--- src/rtl/ccq_pkg.sv ---
package ccq_pkg;
  localparam int WORD_W    = 32;
  localparam int MAX_ARGS  = 8;
  localparam int ARG_IDX_W = $clog2(MAX_ARGS);
  localparam int ARG_CNT_W = $clog2(MAX_ARGS + 1);

  localparam logic [3:0] OP_SETKEY  = 4'd1;
  localparam logic [3:0] OP_SETIV   = 4'd2;
  localparam logic [3:0] OP_CRYPT   = 4'd5;
  localparam logic [3:0] OP_GETIV   = 4'd6;
  localparam logic [3:0] OP_BARRIER = 4'd8;

  localparam logic [11:0] OFF_CTRL  = 12'h008;
  localparam logic [11:0] OFF_IRQST = 12'h018;
  localparam logic [11:0] OFF_IRQEN = 12'h01C;
  localparam logic [11:0] OFF_QSTAT = 12'h024;
  localparam logic [11:0] OFF_QPORT = 12'h200;

  localparam int CTL_START = 0;
  localparam int CTL_STOP  = 1;
  localparam int CTL_CLEAR = 2;

  localparam int IRQ_OVF      = 1;
  localparam int IRQ_UNKNOWN  = 2;
  localparam int IRQ_FLAG     = 5;
  localparam int IRQ_K0_BAD   = 7;
  localparam int IRQ_K0_EMPTY = 11;
  localparam int IRQ_K1_BAD   = 13;
  localparam int IRQ_K1_EMPTY = 17;
  localparam logic [WORD_W-1:0] IRQ_MASK =
    (WORD_W'(1) << IRQ_OVF) | (WORD_W'(1) << IRQ_UNKNOWN) | (WORD_W'(1) << IRQ_FLAG) |
    (WORD_W'(1) << IRQ_K0_BAD) | (WORD_W'(1) << IRQ_K0_EMPTY) |
    (WORD_W'(1) << IRQ_K1_BAD) | (WORD_W'(1) << IRQ_K1_EMPTY);

  typedef struct packed {
    logic                 push;
    logic                 pop;
    logic                 clear;
    logic                 hdrLoad;
    logic                 argLoad;
    logic [ARG_IDX_W-1:0] argIdx;
  } strobe_t;
endpackage

--- src/rtl/ccq_datapath.sv ---
module ccq_datapath
  import ccq_pkg::*;
#(
  parameter int DEPTH = 64,
  parameter int PTR_W = $clog2(DEPTH)
) (
  input  logic                       clk,
  input  logic                       rstN,
  input  strobe_t                    stb,
  input  logic [WORD_W-1:0]          wrData,
  output logic [WORD_W-1:0]          hdr,
  output logic [MAX_ARGS*WORD_W-1:0] args,
  output logic                       full,
  output logic                       empty,
  output logic [PTR_W:0]             level,
  output logic [PTR_W-1:0]           wPtr,
  output logic [PTR_W-1:0]           rPtr
);
  localparam int LVL_W = PTR_W + 1;

  logic [WORD_W-1:0] mem [DEPTH];
  logic [WORD_W-1:0] argRegs [MAX_ARGS];
  logic [WORD_W-1:0] headWord;

  assign headWord = mem[rPtr];
  assign full     = (level == LVL_W'(DEPTH));
  assign empty    = (level == '0);

  always_ff @(posedge clk) begin
    if (stb.push) mem[wPtr] <= wrData;
  end

  always_ff @(posedge clk) begin
    if (!rstN) begin
      wPtr  <= '0;
      rPtr  <= '0;
      level <= '0;
    end else if (stb.clear) begin
      wPtr  <= '0;
      rPtr  <= '0;
      level <= '0;
    end else begin
      if (stb.push) wPtr <= wPtr + PTR_W'(1);
      if (stb.pop)  rPtr <= rPtr + PTR_W'(1);
      level <= level + LVL_W'(stb.push) - LVL_W'(stb.pop);
    end
  end

  always_ff @(posedge clk) begin
    if (!rstN) hdr <= '0;
    else if (stb.hdrLoad) hdr <= headWord;
  end

  generate
    for (genvar i = 0; i < MAX_ARGS; i++) begin : g_arg
      always_ff @(posedge clk) begin
        if (!rstN) argRegs[i] <= '0;
        else if (stb.argLoad && (stb.argIdx == ARG_IDX_W'(i))) argRegs[i] <= headWord;
      end
      assign args[i*WORD_W +: WORD_W] = argRegs[i];
    end
  endgenerate
endmodule

--- src/rtl/ccq_control.sv ---
module ccq_control
  import ccq_pkg::*;
(
  input  logic                 clk,
  input  logic                 rstN,
  input  logic                 qWrite,
  input  logic                 ctlWrite,
  input  logic                 stWrite,
  input  logic                 enWrite,
  input  logic [WORD_W-1:0]    wdata,
  input  logic                 fifoFull,
  input  logic                 fifoEmpty,
  input  logic [WORD_W-1:0]    hdr,
  input  logic                 cmdReady,
  output strobe_t              stb,
  output logic                 cmdValid,
  output logic [ARG_CNT_W-1:0] argCount,
  output logic [WORD_W-1:0]    irqStatus,
  output logic [WORD_W-1:0]    irqEnable,
  output logic                 running
);
  typedef enum logic [2:0] {S_IDLE, S_DEC, S_ARGS, S_CHK, S_ISSUE} state_t;

  state_t               state, nextState;
  logic [ARG_CNT_W-1:0] argIdxQ;
  logic [ARG_CNT_W-1:0] needArgs;
  logic [1:0]           keyLoaded;
  logic [WORD_W-1:0]    evt;
  logic [3:0]           op;
  logic                 slot, knownOp, keyBad, clearReq, canPop;
  logic [2:0]           keySrc;
  logic [1:0]           keyLen, chainMode;
  logic                 unusedHdrBits;

  assign op            = hdr[31:28];
  assign slot          = hdr[27];
  assign keySrc        = hdr[26:24];
  assign keyLen        = hdr[23:22];
  assign chainMode     = hdr[17:16];
  assign unusedHdrBits = ^{hdr[21], hdr[20:18], hdr[15:0]};

  assign knownOp  = (op == OP_SETKEY) || (op == OP_SETIV) || (op == OP_CRYPT) ||
                    (op == OP_GETIV) || (op == OP_BARRIER);
  assign keyBad   = (keyLen == 2'd3) || (chainMode == 2'd3) || (keySrc > 3'd3);
  assign clearReq = ctlWrite && wdata[CTL_CLEAR];
  assign canPop   = running && !fifoEmpty && !clearReq;
  assign argCount = needArgs;

  always_comb begin
    case (op)
      OP_SETKEY: begin
        if (keySrc != 3'd0)      needArgs = ARG_CNT_W'(0);
        else if (keyLen == 2'd0) needArgs = ARG_CNT_W'(4);
        else if (keyLen == 2'd1) needArgs = ARG_CNT_W'(6);
        else                     needArgs = ARG_CNT_W'(8);
      end
      OP_SETIV: needArgs = ARG_CNT_W'(4);
      OP_CRYPT: needArgs = ARG_CNT_W'(2);
      default:  needArgs = ARG_CNT_W'(0);
    endcase
  end

  always_comb begin
    stb       = '0;
    stb.push  = qWrite && !fifoFull && !clearReq;
    stb.clear = clearReq;
    nextState = state;
    cmdValid  = 1'b0;
    evt       = '0;
    case (state)
      S_IDLE: begin
        if (canPop) begin
          stb.pop     = 1'b1;
          stb.hdrLoad = 1'b1;
          nextState   = S_DEC;
        end
      end
      S_DEC: begin
        if (!knownOp) begin
          evt[IRQ_UNKNOWN] = 1'b1;
          nextState        = S_IDLE;
        end else if (op == OP_BARRIER) begin
          evt[IRQ_FLAG] = slot;
          nextState     = S_IDLE;
        end else if (needArgs == '0) begin
          nextState = S_CHK;
        end else begin
          nextState = S_ARGS;
        end
      end
      S_ARGS: begin
        if (canPop) begin
          stb.pop     = 1'b1;
          stb.argLoad = 1'b1;
          stb.argIdx  = argIdxQ[ARG_IDX_W-1:0];
          if (argIdxQ == needArgs - ARG_CNT_W'(1)) nextState = S_CHK;
        end
      end
      S_CHK: begin
        nextState = S_ISSUE;
        if (op == OP_SETKEY && keyBad) begin
          evt[slot ? IRQ_K1_BAD : IRQ_K0_BAD] = 1'b1;
          nextState = S_IDLE;
        end else if (op == OP_CRYPT && !keyLoaded[slot]) begin
          evt[slot ? IRQ_K1_EMPTY : IRQ_K0_EMPTY] = 1'b1;
          nextState = S_IDLE;
        end
      end
      S_ISSUE: begin
        cmdValid = 1'b1;
        if (cmdReady) nextState = S_IDLE;
      end
      default: nextState = S_IDLE;
    endcase
    if (clearReq && state != S_ISSUE) begin
      nextState = S_IDLE;
      evt       = '0;
    end
    evt[IRQ_OVF] = qWrite && fifoFull && !clearReq;
  end

  always_ff @(posedge clk) begin
    if (!rstN) begin
      state     <= S_IDLE;
      argIdxQ   <= '0;
      keyLoaded <= '0;
      running   <= 1'b0;
      irqStatus <= '0;
      irqEnable <= '0;
    end else begin
      state <= nextState;
      if (state != S_ARGS)  argIdxQ <= '0;
      else if (stb.argLoad) argIdxQ <= argIdxQ + ARG_CNT_W'(1);
      if (state == S_ISSUE && cmdReady && op == OP_SETKEY) keyLoaded[slot] <= 1'b1;
      if (ctlWrite) begin
        if (wdata[CTL_STOP])       running <= 1'b0;
        else if (wdata[CTL_START]) running <= 1'b1;
      end
      irqStatus <= ((irqStatus & ~(stWrite ? wdata : '0)) | evt) & IRQ_MASK;
      if (enWrite) irqEnable <= wdata & IRQ_MASK;
    end
  end
endmodule

--- src/rtl/crypto_cmd_front.sv ---
module crypto_cmd_front
  import ccq_pkg::*;
#(
  parameter int DEPTH = 64,
  parameter int PTR_W = $clog2(DEPTH)
) (
  input  logic                       clk,
  input  logic                       rstN,
  input  logic                       busWe,
  input  logic [11:0]                busAddr,
  input  logic [WORD_W-1:0]          busWdata,
  output logic [WORD_W-1:0]          busRdata,
  output logic                       irq,
  output logic                       cmdValid,
  input  logic                       cmdReady,
  output logic [3:0]                 cmdOpcode,
  output logic [WORD_W-1:0]          cmdHeader,
  output logic [ARG_CNT_W-1:0]       cmdArgCount,
  output logic [MAX_ARGS*WORD_W-1:0] cmdArgs
);
  strobe_t           stb;
  logic              qWrite, ctlWrite, stWrite, enWrite;
  logic              fifoFull, fifoEmpty, running;
  logic [PTR_W:0]    fifoLevel;
  logic [PTR_W-1:0]  wPtr, rPtr;
  logic [WORD_W-1:0] irqStatus, irqEnable;

  assign qWrite   = busWe && (busAddr == OFF_QPORT);
  assign ctlWrite = busWe && (busAddr == OFF_CTRL);
  assign stWrite  = busWe && (busAddr == OFF_IRQST);
  assign enWrite  = busWe && (busAddr == OFF_IRQEN);

  ccq_datapath #(.DEPTH(DEPTH), .PTR_W(PTR_W)) uData (
    .clk(clk), .rstN(rstN), .stb(stb), .wrData(busWdata),
    .hdr(cmdHeader), .args(cmdArgs), .full(fifoFull), .empty(fifoEmpty),
    .level(fifoLevel), .wPtr(wPtr), .rPtr(rPtr)
  );

  ccq_control uCtrl (
    .clk(clk), .rstN(rstN), .qWrite(qWrite), .ctlWrite(ctlWrite),
    .stWrite(stWrite), .enWrite(enWrite), .wdata(busWdata),
    .fifoFull(fifoFull), .fifoEmpty(fifoEmpty), .hdr(cmdHeader),
    .cmdReady(cmdReady), .stb(stb), .cmdValid(cmdValid),
    .argCount(cmdArgCount), .irqStatus(irqStatus), .irqEnable(irqEnable),
    .running(running)
  );

  assign cmdOpcode = cmdHeader[31:28];
  assign irq       = |(irqStatus & irqEnable);

  always_comb begin
    case (busAddr)
      OFF_IRQST: busRdata = irqStatus;
      OFF_IRQEN: busRdata = irqEnable;
      OFF_QSTAT: busRdata = {8'(wPtr), 8'(rPtr), 8'(fifoLevel), 5'd0, fifoFull, fifoEmpty, 1'b0};
      default:   busRdata = '0;
    endcase
  end
endmodule

--- config.mk ---
export PLATFORM = sky130hd
export DESIGN_NAME = crypto_cmd_front
export DESIGN_NICKNAME = d
export VERILOG_FILES = /design/src/rtl/ccq_pkg.sv /design/src/rtl/ccq_datapath.sv /design/src/rtl/ccq_control.sv /design/src/rtl/crypto_cmd_front.sv
export SDC_FILE = /design/constraint.sdc
export NUM_CORES = 2
export LEC_CHECK = 0
export BUFFER_PORTS_ARGS = -buffer_cell sky130_fd_sc_hd__buf_2
export CAP_MARGIN = 40
export CORE_MARGIN = 1.5
export CORE_UTILIZATION = 35
export CTS_CLUSTER_SIZE = 40
export DETAILED_ROUTE_END_ITERATION = 10
export GPL_TIMING_DRIVEN = 0
export PLACE_DENSITY = 0.48
export SLEW_MARGIN = 30
export SYNTH_ARGS = -nofsm -noshare
export SYNTH_HDL_FRONTEND = slang
export SYNTH_SLANG_ARGS = --single-unit
--- constraint.sdc ---
create_clock -name clk -period 5.2 [get_ports clk]
set_clock_uncertainty 0.05 [all_clocks]
set_input_delay 0.78 -clock clk [delete_from_list [all_inputs] [get_ports clk]]
set_output_delay 0.78 -clock clk [all_outputs]
set_load 0.01 [all_outputs]
==> flow_summary_export.csv <==
group,metric,value,unit
outcome,run_status,"complete, no violations",
clock_tree,clk_latency,930,ps
grt,grt_pass1_wl,404000,um
sta,slew_headroom,36.3,%
synth,synthArstFlopShare,0,%
sta,report.final.slew_viol_count,0,
routing,wl_per_cell,32.8,um
clock_tree,clock_path_buffers,3,
synth,syn_inst,4607,
placed_design,globalplace.congestion,0.825,
floorplanning,rows,187,
sta,worstMarginPinSlew,955,ps
power,p_per_area,356,nW/um^2
sta,max_freq,202,MHz
setup_path,critPathLaunchType,"register",
placed_design,place_inst,8563,
placed_design,io_buffers,366,
routing,drc,0,
grt,grt_max_degree,69,
routing,routed_wl,296000,um
clock_tree,clk_pin_slew,60,ps
clock_tree,clockRootBuffer,"clkbuf_16",
synth,synthFlopType,"edfxtp_1",
routing,drt_iter0_drc,5891,
worst_hold_path,hold_depth,3,
worst_hold_path,min-delay-path-class,"in2reg",
clock_tree,numClockSinks,2385,
grt,antenna_found_initial,17,
setup_path,crit_type,"reg2reg",
clock_tree,cts_setup_buffers,0,
clock_tree,hold_buffers,0,
final_layout,layout_common_cells,"edfxtp_1, buf_2, mux4_2",
sta,rsz0062_at_grt,"no",
final_layout,area_delta_synth_final,21.0,%
setup_path,ff2ff_path_depth,9,
synth,synth-edff-count,2304,
sta,setup_viol,0,
floorplanning,start_util,35.2,%
floorplanning,dieArea,264000,sq um
clock_tree,cts_resized,0,
floorplanning,die_w,514,um
sta,finalSetupTns,0,ps
final_layout,fin_area,110000,sq um
floorplanning,io_pins,378,
synth,syn_area,91300,sq um
synth,synth.distinct_cells,79,
grt,grt-ovfl-total,0,
final_layout,nets,5472,
routing,ant_nets,0,
setup_path,cp_data_arrival_time,5560,ps
setup_path,crit_fanout,10,
routing,first_pass_iters,7,
routing,viasPerCell,5.46,
clock_tree,htree_levels,4,
routing,vias,49296,
clock_tree,cts_buffers,240,
final_layout,final_cells,9023,
setup_path,worstPathRequired,5820,ps
setup_path,critPathCaptureType,"register",
power,cellLeakagePower,34.9,nW
final_layout,nFillCells,22799,
synth,avgSynthCellArea,19.8,sq um
synth,seq_area_frac_synth,77.6,%
floorplanning,die_y,514,um
run,cap_violations,0,
placed_design,place_area,102000,sq um
placed_design,dp_hpwl,207000,um
power,ir_worst_vdd,0.346,mV
sta,finalHoldViolCount,0,
sta,finalCriticalPeriod,4950,ps
synth,ys_warn_count,0,
sta,period_share,95.1,%
final_layout,final_core_util,42.6,%
grt,grt_pass1_vias,48507,
final_layout,drive_gt1_share,29.1,%
floorplanning,coreArea,259000,sq um
clock_tree,cts_tree,"done",
grt,grt_usage,22.1,%
synth,ys_seq_elements,2385,
final_layout,final_common_cell,"edfxtp_1",
## power by group
part / switching, mW / internal (mW)
combinational: 0.476 / 0.128
sequential: 0.0311 / 21.1
clock: 7.67 / 9.85
## flip-flops by register name, summed over array words and instances, names as in the netlist, 6 cells and up, named ones only
| signal | count |
|---|---|
| uCtrl.irqEnable | 7 |
| uCtrl.irqStatus | 7 |
| uData.argRegs | 256 |
| uData.hdr | 32 |
| uData.level | 7 |
| uData.mem | 2048 |
| uData.rPtr | 6 |
| uData.wPtr | 6 |
## final timing paths
path / from / end / slack (ps)
worst max-delay path: register / uData.argRegs[1][84] / 250
worst min-delay path: cmdReady / uCtrl.keyLoaded[1] / 110
worst max register to register: register / uData.argRegs[1][84] / 250
worst min register to register: uData.hdr[15] / uData.hdr[15] / 420
## layer usage
metal	vias up	global-route usage [%]	share of wire (%)
met5	-	0	0.017
met4	6	7.04	3.1
met1	26396	30.6	43
met3	403	4.30	7.5
met2	2084	35.2	47
li1	20407	-	-
## worst max-delay path, cell delays in order (launching register included)
cell and delay (ps):
dfxtp_1 320, buf_4 230, buf_4 340, buf_2 530, buf_2 710, mux4_2 420, a22oi_1 200, nand4_1 720
o21ai_2 980, nor2_1 120
## through the flow
step / power (mW) / worst slack (ps) / hold slack [ps]
finish: 39.3 / 252 / 108
global route: 40.3 / 357 / 149
CTS: 39.6 / 266 / 53.2
detailed placement: 22.2 / 245 / 410
global placement: 22.1 / -2280 / 407
floorplan: 21.7 / 334 / 385
## area by class of cell
cell class | count | area (sq um) | area share, %
Sequential cell | 2385 | 70800 | 64.1
Multi-Input combinational cell | 1937 | 19600 | 17.8
Clock buffer | 304 | 6330 | 5.73
Timing Repair Buffer | 552 | 6100 | 5.53
Tap cell | 3402 | 4260 | 3.86
Clock inverter | 145 | 1670 | 1.52
Buffer | 275 | 1570 | 1.42
Inverter | 19 | 71.3 | 0.0646
Antenna cell | 4 | 10.0 | 0.00907
## cell usage after synthesis (all sizes together) (16+ instances only)
library cell | instances | share of area (%)
nand3 | 76 | 0.44
a22o | 28 | 0.27
mux4 | 382 | 9.4
buf | 176 | 1.3
a21oi | 50 | 0.30
nor2 | 417 | 1.8
and2 | 19 | 0.13
mux2 | 30 | 0.37
o22ai | 85 | 0.58
a22oi | 127 | 1.0
o21ai | 51 | 0.30
clkbuf | 99 | 0.41
a221oi | 26 | 0.37
inv | 18 | 0.074
nor2b | 16 | 0.11
o221ai | 26 | 0.25
mux2i | 267 | 2.9
dfxtp | 81 | 1.8
nor4 | 27 | 0.20
a31oi | 35 | 0.24
nand2 | 100 | 0.41
edfxtp | 2304 | 76
## kinds of logic (layout without fill, tap and decap cells)
| logic type | after synthesis | in the layout | share of synthesized area (%) |
|---|---|---|---|
| flip-flops | 2385 | 2385 | 77.6 |
| XOR/XNOR | 19 | 19 | 0.182 |
| buffers and inverters | 294 | 1295 | 1.78 |
| multiplexers | 679 | 679 | 12.7 |
| other | 1 | 14 | 0.00411 |
| AO/OA/AOI/OAI | 467 | 467 | 3.72 |
| adder cells (fa/ha/maj) | 14 | 14 | 0.200 |
| AND/OR/NAND/NOR | 748 | 748 | 3.77 |
Power figures use the tool's default switching activity.
